<file path="config.mk">
export PLATFORM = sky130hd
export DESIGN_NAME = gtmr_cmp_timer
export DESIGN_NICKNAME = d
export VERILOG_FILES = /design/src/rtl/gtmr_cmp_timer.sv
export SDC_FILE = /design/constraint.sdc
export NUM_CORES = 1
export LEC_CHECK = 0
export BUFFER_PORTS_ARGS = -buffer_cell sky130_fd_sc_hd__buf_2
export CAP_MARGIN = 10
export CORE_UTILIZATION = 40
export DETAILED_ROUTE_END_ITERATION = 16
export GPL_TIMING_DRIVEN = 0
export PLACE_DENSITY = 0.74
export SKIP_CTS_REPAIR_TIMING = 1
export SLEW_MARGIN = 20
export SYNTH_ARGS = -nofsm -noshare
export SYNTH_HDL_FRONTEND = slang
export SYNTH_SLANG_ARGS = --single-unit
</file>
<file path="constraint.sdc">
create_clock -name clk -period 2.36 [get_ports clk]
set_input_delay 0.236 -clock clk [delete_from_list [all_inputs] [get_ports clk]]
set_output_delay 0.236 -clock clk [all_outputs]
set_load 0.005 [all_outputs]
</file>
<file path="src/rtl/gtmr_cmp_timer.sv">
module gtmr_cmp_timer #(
  parameter int W = 16,
  parameter int MW = 4,
  parameter int SYNC_STAGES = 2,
  parameter logic [MW-1:0] SPECIAL_MODE = 4'b1011
) (
  input  logic          clk,
  input  logic          rst_n,
  input  logic          wr_cnt_en,
  input  logic [W-1:0]  wr_cnt_data,
  input  logic          wr_cmp_en,
  input  logic [W-1:0]  wr_cmp_data,
  input  logic          wr_ctl_en,
  input  logic [MW-1:0] wr_ctl_mode,
  input  logic          wr_ctl_run,
  input  logic          wr_ctl_gate_en,
  input  logic          wr_ctl_gate_pol,
  input  logic          flag_clr,
  input  logic          tick,
  input  logic          gate_pin,
  input  logic          conv_en,
  output logic [W-1:0]  count,
  output logic          ovf_flag,
  output logic          match_flag,
  output logic          conv_start
);

  localparam logic [W-1:0] ALL_ONES = {W{1'b1}};

  logic [W-1:0]          count_q, cmp_q;
  logic [MW-1:0]         mode_q;
  logic                  run_q, gate_en_q, gate_pol_q;
  logic [SYNC_STAGES-1:0] gsync_q;
  logic                  ovf_q, match_q, conv_q;

  wire gate_s   = gsync_q[SYNC_STAGES-1];
  wire gate_ok  = !gate_en_q || (gate_s == gate_pol_q);
  wire inc      = run_q && tick && gate_ok;
  wire special  = (mode_q == SPECIAL_MODE);
  wire hit      = inc && (count_q == cmp_q);
  wire sp_clear = hit && special;
  wire rollover = inc && (count_q == ALL_ONES) && !sp_clear && !wr_cnt_en;

  always_ff @(posedge clk) begin
    if (!rst_n) begin
      gsync_q <= '0;
    end else begin
      gsync_q <= {gsync_q[SYNC_STAGES-2:0], gate_pin};
    end
  end

  always_ff @(posedge clk) begin
    if (!rst_n) begin
      count_q <= '0;
    end else if (wr_cnt_en) begin
      count_q <= wr_cnt_data;
    end else if (sp_clear) begin
      count_q <= '0;
    end else if (inc) begin
      count_q <= count_q + 1'b1;
    end
  end

  always_ff @(posedge clk) begin
    if (!rst_n) begin
      cmp_q      <= '0;
      mode_q     <= '0;
      run_q      <= 1'b0;
      gate_en_q  <= 1'b0;
      gate_pol_q <= 1'b0;
    end else begin
      if (wr_cmp_en) cmp_q <= wr_cmp_data;
      if (wr_ctl_en) begin
        mode_q     <= wr_ctl_mode;
        run_q      <= wr_ctl_run;
        gate_en_q  <= wr_ctl_gate_en;
        gate_pol_q <= wr_ctl_gate_pol;
      end
    end
  end

  always_ff @(posedge clk) begin
    if (!rst_n) begin
      ovf_q   <= 1'b0;
      match_q <= 1'b0;
      conv_q  <= 1'b0;
    end else begin
      conv_q <= sp_clear && conv_en;
      if (rollover)      ovf_q <= 1'b1;
      else if (flag_clr) ovf_q <= 1'b0;
      if (hit && !special) match_q <= 1'b1;
      else if (flag_clr)   match_q <= 1'b0;
    end
  end

  assign count      = count_q;
  assign ovf_flag   = ovf_q;
  assign match_flag = match_q;
  assign conv_start = conv_q;

endmodule

</file>
# == Word-level counts from Yosys, hierarchy flattened ==
# Index checks and enable logic that the tools add are counted.
# word_totals
register_bits,44
# op_classes
n_addsub,1
n_eq_ne,4
n_mux,6
n_reduce_logical,17
# ops
op,count
two-way mux 16 bit,3
"adder 16 x 1 -> 16 bit, second input constant",1
equality test 16 bit,1
"equality test 16 bit, second input constant",1
logical AND 1 bit,9
"equality test 4 bit, second input constant",1
logical NOT 1 bit,4
nonzero test 2 bit,2
two-way mux 1 bit,3
nonzero test 3 bit,1
equality test 1 bit,1
logical OR 1 bit,1

# == Logic depth before layout (Yosys ltp) ==
# Gate-level depths: netlist of run 1.
# logic_depth
depth_word,9
ltp_mapped,7

# == Least setup slack after synthesis of run 1 ==
# OpenSTA, ideal clock, no wires.
# synth_path
path_kind,register -> register
startpoint,reg count_q[5] (netlist: count[5])
endpoint,reg count_q[12] (netlist: count[12])
setup_ns,0.134
t_arrival_ns,1.507
required_time_ns,2.226
slack_ns,0.719
stages_incl_launch_ff,8
n_path_buf,2
path_cell_list,dfxtp_1 > buf_2 > xnor2_2 > nand4_2 > nor4_4 > a211o_4 > buf_6 > o22ai_1
# synth_between
elab_chain_cells,5
# synth_rtl
element,line_no,rtl
start: declaration,30,"logic [W-1:0] count_q, cmp_q;"
start signal: assignment,56,count_q <= wr_cnt_data;
start signal: assignment,60,count_q <= count_q + 1'b1;
"parallel branches: the longest is 5 deep, another holds adder 16 x 1 -> 16 bit",--,
# Parallel ways; which one is timed is not known. The select of a mux whose other input is x is not followed.
# A chain may end at the register's enable or synchronous reset.

# == Worst setup path after layout of run 1 ==
# layout_path
startpoint,reg count_q[3] (netlist: count[3])
endpoint,reg count_q[12] (netlist: count[12])
# The elaborated chain is that of the path after synthesis.

==> results.md, run 1 <==
* Crit path kind: register to register
* CTS Buffer Depth at 2
* Bufs and invs on worst path at 1
* Hold WC Path Type: input pin to register
* Post-Layout Cell Count at 391
* Min Tclk post-route at roughly 1900 ps
* Share of layout cells above drive strength 1 at 27.41%
* Clk slew on worst S/H paths at 80 ps
* Final nets at 369
* DR vias at 2021
* Pin count of the biggest net entering global routing at 15
* Comb power frac at 13.4%
* CP Capture Type: register
* Count leader, synth: dfxtp_1
* Worst-margin pin slew at 591.7 ps
* Yosys warning count at 0
* Slew HR at 60.55%
* Clk_skew at between 2 and 3 ps
* Core ar. at 5205 um2
* Via density at 5.169
* Cell taking the most area after synthesis: dfxtp_1
* Total power draw at 1.865 mW
* Post-route ant nets at 0
* Num CTS Buffers at 5
* Crit-path leading delay family: simple AND/OR/NAND/NOR gates
* Hold WS at 152.6 ps
* Worst-path cell chain: xnor2_1 > nand4_2 > nor4_4 > a211o_4 > buf_6 > o22ai_1
* GR Util All Layers at between 10% and 20%
* Placed insts at roughly 380
* CTS sink cnt at 44
* Area contributors post-synth: dfxtp_1 40%, mux2i_1 10%, xnor2_1 7.6%
* Startpoint types: register
* # diodes at 0
* Port Buffers at between 60 and 70
* Status: finished clean
* Avg Inst Size Synth at 8.809 um2
* Synth Register Bits at 44
* Share of total power in sequential cells at 44.3%
* FFs w/ async S/R, synth at 0%
* Rows at 26
* Max Clock Freq at roughly 520 MHz
* Clock root cell: clkbuf_8
* Final core utilization at 53.03%
* Die area at 5784 um2
* Final wirelength at 5531 um
* Initial antenna violation count at 0
* Clock Power Share at 42.3%
* Final hold vios at 0
* Leak at 1.201 nW
* RSZ-0062 raised after global routing: false
* Critical Path RT at 2520 ps
* DRT Pass-1 Iters at 4
* Number of flops mapped to enable cells by yosys at 0
* Die Height at 76.05 um
* Worst Path Arrival at 2100 ps
* Synth top cells by count: 44 x dfxtp_1, 36 x nor2_1, 23 x mux2i_1
* Pins Over Slew Limit at 0
* Switch share at 23.00%
* Die Wd at between 70 and 80 um
* DP HPWL at approximately 4100 um
* Synth unique cells at 45
* Post-Syn Instances at between 200 and 250
* Crit path largest cell delay at 490 ps
* Routability cong. at 0.8880
* Post-route setup TNS at 0 ps
* Wire length per cell at 14.15 um
* Multi-input gate area at 1216 um2
* Final critical-path share of the clock period at a little over 80%
* Slowest stage cell, crit path: dfxtp_1
* Synth Net Count at 298
* CP max FO at 10
* Pwr dens at 675.6 nW/um2
* Number of DRC markers in iteration 0 at about 180
* Syn-to-layout area delta at 25.84%
* DRC at 0
* Sequential area share after synthesis at 40.16%
* Vias in the first global route at 1833
* Total grt overflow at 0
* Max-cap violations at 0
* H-tree depth at 2
* Yosys top cell area share at 40.16%
* Io pins at 67
* Post-synthesis cell area at 2193 um2
* Global-route wire length before repair at 9114 um
* TritonCTS clock tree: yes
* Int Pwr at 1.436 mW
* Worst-Skew Late Latency at 290 ps
* Top FF cell, synth: dfxtp_1
* Register Area at 880.8 um2
* Fill cells at 489
* Maximum vdd drop at about 0.38 mV
* Final setup violation count at 0
* Initial Utilization at between 40% and 50%
* Total net switching power at 0.4289 mW
## flip-flops by register name, indices dropped and copies added (netlist names)
name	count
run_q	1
cmp_q	16
mode_q	4
ovf_flag	1
gate_en_q	1
gsync_q	2
gate_pol_q	1
conv_start	1
count	16
match_flag	1
## worst paths after layout
path | start | end | cells after the start | slack [ps]
hold / removal | gate_pin | gsync_q[0] | 2 | 150
hold reg to reg | gsync_q[0] | gsync_q[1] | 1 | 440
setup reg to reg | count[3] | count[12] | 6 | 420
setup / recovery | count[3] | count[12] | 6 | 420
## logic make-up after synthesis
kind of cell    count (synthesis)  synth area share [%]
buf+inv                        22                 4.392
compound gates                 37                 11.47
xor+xnor                       27                 11.12
simple gates                   95                 21.79
fa+ha+maj                       1                0.5704
flops                          44                 40.16
mux                            23                 10.50
## power by group through the flow
stage               Combinational (mW)  Sequential, mW  Clock (mW)
floorplan                        0.159           0.835           0
global placement                 0.243           0.842           0
detailed placement               0.249           0.843           0
CTS                              0.251           0.826       0.795
global route                     0.276           0.832       0.831
finish                           0.250           0.827       0.788
## metrics by stage
stage | area (um2) | setup slack, ps
6_report | 2760 | 421.3
5_1_grt | 2760 | 298.7
4_1_cts | 2760 | 433.7
3_5_place_dp | 2601 | 458.2
3_3_place_gp | 2601 | 496.3
2_1_floorplan | 2193 | 719.0
## cells in the final DEF (no fill, tap or decap), types with 2 or more instances in the layout
| cell type | n |
|---|---|
| buf_2 | 68 |
| dfxtp_1 | 44 |
| nor2_1 | 36 |
| mux2i_1 | 23 |
| xnor2_1 | 19 |
| nand2_1 | 19 |
| nand3_1 | 14 |
| a21oi_1 | 11 |
| o22ai_1 | 10 |
| inv_1 | 7 |
| xor2_1 | 7 |
| clkbuf_1 | 6 |
| nand4_1 | 6 |
| clkbuf_8 | 5 |
| buf_1 | 3 |
| and3_1 | 3 |
| and2_1 | 3 |
| bufinv_16 | 3 |
| o31ai_1 | 2 |
| o21ai_1 | 2 |
| nor3b_1 | 2 |
| o311ai_1 | 2 |
| o21ai_0 | 2 |
## worst register-to-register path, delay by kind of cell (launching register included)
kind / cells / cell delay, ps
XOR/XNOR: 1 / 200
flip-flops: 1 / 490
buffers and inverters: 1 / 150
AND/OR/NAND/NOR: 2 / 610
AO/OA/AOI/OAI: 2 / 350
## area by class of cell
class	instances	share of cell area, %
inverter	7	0.9519
buffer	15	2.539
sequential	44	31.91
multi-input combinational	183	44.06
clock inverter	3	3.264
timing repair buffer	64	11.60
clock buffer	5	2.493
tap	70	3.173
## metal layers
layer  vias to the layer above  GRT usage (%)  share of wire (%)
li1                       1004              -                  -
met3                         4          4.671                6.6
met4                         0          5.769               0.69
met5                         -              0                  0
met1                       936          25.46                 46
met2                        77          33.18                 47
No activity file was read; power rests on OpenSTA's default activity.
==> run 2, diff against run 1 <==
--- a/config.mk
+++ b/config.mk
@@ -5,12 +5,13 @@
 export SDC_FILE = /design/constraint.sdc
 export NUM_CORES = 1
 export LEC_CHECK = 0
+export ABC_AREA = 1
 export BUFFER_PORTS_ARGS = -buffer_cell sky130_fd_sc_hd__buf_2
 export CAP_MARGIN = 10
 export CORE_UTILIZATION = 40
 export DETAILED_ROUTE_END_ITERATION = 16
 export GPL_TIMING_DRIVEN = 0
-export PLACE_DENSITY = 0.74
+export PLACE_DENSITY = 0.72
 export SKIP_CTS_REPAIR_TIMING = 1
 export SLEW_MARGIN = 20
 export SYNTH_ARGS = -nofsm -noshare
==> constraint.sdc (replaced) <==
create_clock -name clk -period 1.9 [get_ports clk]
set_input_delay 0.19 -clock clk [delete_from_list [all_inputs] [get_ports clk]]
set_output_delay 0.19 -clock clk [all_outputs]
set_load 0.005 [all_outputs]
==> results.md, run 2 <==
* Status: finished clean
* Crit-path leading delay family: simple AND/OR/NAND/NOR gates
* H-tree depth at 2
* Min Tclk post-route at 1683 ps
* Pwr dens at 713.3 nW/um2
* Synth Net Count at 429
* Yosys top cell area share at between 30% and 40%
* Pin count of the biggest net entering global routing at 14
* TritonCTS clock tree: yes
* Worst Path Arrival at 1910 ps
* RSZ-0062 raised after global routing: false
* Critical Path Most Common Cell: nand2_1
* Share of layout cells above drive strength 1 at between 20% and 30%
* Max-cap violations at 0
* Final critical-path share of the clock period at 88.58%
* Pins Over Slew Limit at 0
* Cell count of the worst reg-to-reg path at 9
* GR Util All Layers at 21.59%
* Via density at 4.934
* DRC at 0
* CTS sink cnt at 44
* DR vias at 2600
* CP max FO at 5
* Fill cells at 631
* Worst-Skew Late Latency at 300 ps
* WHS Path Cells at 3
* Port Buffers at 64
* Final setup violation count at 0
* Critical Path RT at 2130 ps
* Slowest stage cell, crit path: dfxtp_2
* Sequential area share after synthesis at 34.71%
* Final hold vios at 0
* Die area at 6666 um2
* Count leader, synth: nand2_1
* Most common cell after layout, fill and taps aside: nand2_1
* Post-route ant nets at 0
* Post-synthesis cell area at 2537 um2
* Final nets at 500
* Post-Syn Instances at 380
* DP HPWL at 5234 um
* Startpoint types: register
* Number of flops mapped to enable cells by yosys at 0
* Core ar. at 6026 um2
* Synth Register Bits at 44
* Cell taking the most area after synthesis: dfxtp_1
* Vias in the first global route at 2372
* Placed insts at 519
* Final wirelength at 6768 um
* Slew HR at around 66%
* CTS Buffer Depth at 2
* Routability cong. at ~0.84
* Synth unique cells at 31
* Multi-input gate area at 1338 um2
* Post-Layout Cell Count at about 530
* Syn-to-layout area delta at 20.86%
* Clk_skew at around 7.5 ps
* Die Wd at 81.65 um
* # diodes at 0
* Crit path kind: register to register
* Num CTS Buffers at 5
* Top FF cell, synth: dfxtp_1
* Yosys warning count at 0
* Worst-path cell chain: ha_1 > nand2_1 > nor2_4 > nand2_1 > nor2_1 > nand2_1 > nor2_1 > nand4_1 > a21oi_1
* Avg Inst Size Synth at 6.677 um2
* Clock root cell: clkbuf_8
* Die Height at 81.65 um
* Crit path largest cell delay at 380 ps
* Rows at 28
* Wire length per cell at roughly 13 um
* DRT Pass-1 Iters at 4
* CP Capture Type: register
* Worst-margin pin slew at roughly 500 ps
* Post-route cell area at between 3000 and 4000 um2
* Maximum vdd drop at 0.3844 mV
* Global-route wire length before repair at 10890 um
* Bufs and invs on worst path at 0
* Clk slew on worst S/H paths at 90 ps
* Register Area at 883.3 um2
* FFs w/ async S/R, synth at 0%
* Post-route setup TNS at 0 ps
* Area contributors post-synth: dfxtp_1 35%, nand2_1 11%, inv_1 7.1%
* Max Clock Freq at 594.2 MHz
* Synth top cells by count: 75 x nand2_1, 48 x inv_1, 44 x dfxtp_1
* Total grt overflow at 0
* Critical path depth at 9
* Initial Utilization at 42.11%
* Hold WC Path Type: input pin to register
* Initial antenna violation count at 0
* Leak at 1.460 nW
* Number of DRC markers in iteration 0 at 138
* Most frequent cells in the layout: 75 x nand2_1, 66 x buf_2, 48 x inv_1, 42 x dfxtp_1, 35 x o21ai_0
* Post-DP Area at 2952 um2
* Io pins at 67
[run 2: cell type report]
cell class                      count  share of cell area [%]
Multi-Input combinational cell    258                   43.61
Sequential cell                    44                   28.80
Timing Repair Buffer               64                   10.44
Inverter                           65                   7.956
Tap cell                           75                   3.060
Buffer                             13                   2.611
Clock buffer                        6                   2.366
Clock inverter                      2                   1.142
[run 2: final timing paths]
path / slack [ps] / endpoint / start
min: 70 / gsync_q[0] / gate_pin
max reg2reg: 220 / ovf_flag / count[1]
max: 220 / ovf_flag / count[1]
min reg2reg: 420 / gsync_q[1] / gsync_q[0]
[run 2: kinds of logic (layout without fill, tap and decap cells)]
logic type      Yosys count  in the layout  synth area share, %
simple gates            172            172                33.33
buf+inv                  78            150                12.77
fa+ha+maj                 1              1               0.4930
compound gates           72             72                14.20
flops                    44             44                34.71
xor+xnor                 13             13                4.487
[run 2: worst register-to-register path, stage by stage, from the launching register on]
cell,delay (ps)
dfxtp_2,380
ha_1,200
nand2_1,120
nor2_4,170
nand2_1,110
nor2_1,100
nand2_1,90
nor2_1,130
nand4_1,150
a21oi_1,160
[run 2: stage by stage]
| step | util, % | hold slack [ps] | setup WS [ps] | total power, mW |
|---|---|---|---|---|
| floorplan | - | 287.6 | 477.1 | 1.330 |
| CTS | 50.77 | 58.93 | 111.3 | 2.197 |
| finish | 50.89 | 66.29 | 217.0 | 2.187 |
| global placement | 48.98 | 371.7 | 183.2 | 1.467 |
| global route | 50.89 | 59.78 | 35.49 | 2.305 |
| detailed placement | 48.98 | 376.7 | 135.2 | 1.478 |
[run 2: power breakdown]
| group | internal (mW) | switching (mW) |
|---|---|---|
| registers | 0.983 | 0.0595 |
| logic | 0.169 | 0.250 |
| clock network | 0.391 | 0.336 |
| total | 1.54 | 0.645 |
[run 2: routing by layer]
metal	up-vias	track usage [%]	routed length, um	share of wire [%]
met4	0	6.140	110	1.6
met1	1148	26.89	3035	45
met3	12	4.778	440	6.5
met5	-	0	0	0
li1	1359	-	-	-
met2	81	37.17	3182	47
==> run 3, diff against run 2 <==
--- a/config.mk
+++ b/config.mk
@@ -5,13 +5,12 @@
 export SDC_FILE = /design/constraint.sdc
 export NUM_CORES = 1
 export LEC_CHECK = 0
-export ABC_AREA = 1
 export BUFFER_PORTS_ARGS = -buffer_cell sky130_fd_sc_hd__buf_2
 export CAP_MARGIN = 10
 export CORE_UTILIZATION = 40
 export DETAILED_ROUTE_END_ITERATION = 16
 export GPL_TIMING_DRIVEN = 0
-export PLACE_DENSITY = 0.72
+export PLACE_DENSITY = 0.74
 export SKIP_CTS_REPAIR_TIMING = 1
 export SLEW_MARGIN = 20
 export SYNTH_ARGS = -nofsm -noshare
==> results.md, run 3 (synthesized netlist as in run 1, its figures left out) <==
* Status: finished clean
* Max-cap violations at 0
* Final setup violation count at 0
* Num CTS Buffers at 5
* DRT Pass-1 Iters at 6
* # diodes at 0
* Startpoint types: register
* Pin count of the biggest net entering global routing at 15
* Dpl ws at -1.801 ps
* Total grt overflow at 0
* Clk slew on worst S/H paths at 80 ps
* Wire length per cell at 14.24 um
* Worst Path Arrival at 1970 ps
* Number of DRC markers in iteration 0 at 188
* Fin worst setup slack at approximately 87 ps
* Final nets at around 370
* Share of layout cells above drive strength 1 at 30.03%
* Die Height at 76.05 um
* Pwr dens at 830.4 nW/um2
* GR Util All Layers at 19.87%
* H-tree depth at 2
* Max Clock Freq at ~550 MHz
* Maximum vdd drop at 0.4779 mV
* Die area at 5784 um2
* Vias in the first global route at 1833
* Fill cells at 487
* Clock root cell: clkbuf_8
* Syn-to-layout area delta at 27.72%
* Final hold vios at 0
* Worst-margin pin slew at approximately 600 ps
* Clk_skew at 2.389 ps
* Port Buffers at 64
* CP Capture Type: register
* Leak at 1.213 nW
* Hold_sp: gate_pin
* Core ar. at 5205 um2
* Hold WC Path Type: input pin to register
* DR vias at 2058
* CTS sink cnt at 44
* Placed insts at 383
* Slew HR at ~60%
* DRC at 0
* Critical Path RT at about 2000 ps
* CTS Buffer Depth at 2
* Routability cong. at 0.8880
* Crit path kind: register to register
* Initial Utilization at ~42%
* Pins Over Slew Limit at 0
* Initial antenna violation count at 0
* Global-route wire length before repair at 9114 um
* Final critical-path share of the clock period at 95.43%
* DP HPWL at 4113 um
* Total power draw at roughly 2.3 mW
* TritonCTS clock tree: yes
* Most frequent cells in the layout: 67 x buf_2, 40 x dfxtp_1, 36 x nor2_1, 23 x mux2i_1, 19 x nand2_1
* Worst-Skew Late Latency at 300 ps
* Most common cell after layout, fill and taps aside: buf_2
* Final wirelength at 5597 um
* Io pins at 67
* Rows at 26
* CP startpoint: count[2]
* Post-Layout Cell Count at between 300 and 400
* Min Tclk post-route at 1813 ps
* Post-route ant nets at 0
* Via density at 5.237
* CP max FO at 10
* Reg2reg start: count[2]
* Die Wd at 76.05 um
[run 3: cell count changes in the layout (fill, tap and decap cells not counted), moves of 9 or more]
| cell | change |
|---|---|
| xnor2_1 | +14 |
| nand2_2 | -9 |
| mux2i_1 | +23 |
| inv_1 | -41 |
| o21ai_0 | -33 |
| inv_2 | -11 |
| a21oi_1 | -20 |
| nand4_1 | -16 |
| o22ai_1 | +10 |
| nand2_1 | -56 |
[run 3: per-layer routing]
layer  vias to the layer above  GRT usage, %  share of wire, %
met5                         -             0                 0
met4                         0         5.769              0.61
met3                         6         4.671               6.8
met2                        85         33.18                47
met1                       957         25.46                46
li1                       1010             -                 -
[run 3: worst paths after layout]
kind,depth (start not counted),to,slack [ps]
worst min register to register,1,gsync_q[1],440
worst max-delay path,8,count[12],90
worst min-delay path,2,gsync_q[0],100
worst max register to register,8,count[12],90
[run 3: layout make-up]
cell class / count / area [um2] / area share [%]
Sequential cell: 44 / 885.9 / 31.62
Tap cell: 70 / 87.58 / 3.126
Timing Repair Buffer: 66 / 335.3 / 11.97
Inverter: 7 / 26.28 / 0.9379
Buffer: 15 / 75.07 / 2.680
Clock inverter: 3 / 90.09 / 3.216
Multi-Input combinational cell: 183 / 1232 / 43.99
Clock buffer: 5 / 68.82 / 2.456
[run 3: critical path, stage by stage, from the launching register on]
cell and delay (ps):
dfxtp_1 320, clkbuf_4 170, xnor2_1 190, nand4_1 160, nor4_4 240, buf_4 180
a211o_4 170, buf_6 150, o22ai_1 90
[run 3: power by group]
| part | internal, mW | switching, mW | leakage (nW) | total [mW] |
|---|---|---|---|---|
| clock | 0.657 | 0.325 | 0.0784 | 0.982 |
| sequential | 0.975 | 0.0532 | 0.364 | 1.03 |
| combinational | 0.156 | 0.160 | 0.770 | 0.316 |
| total | 1.79 | 0.538 | 1.21 | 2.33 |
[run 3: stage by stage]
stage	area (um2)	hold slack [ps]	setup TNS (ps)	util (%)
2_1_floorplan	2193	315.9	0	-
3_3_place_gp	2601	405.8	0	49.98
3_5_place_dp	2601	410.0	-1.801	49.98
4_1_cts	2760	101.5	-63.42	53.03
5_1_grt	2801	111.4	-19.42	53.82
6_report	2801	104.3	0	53.82
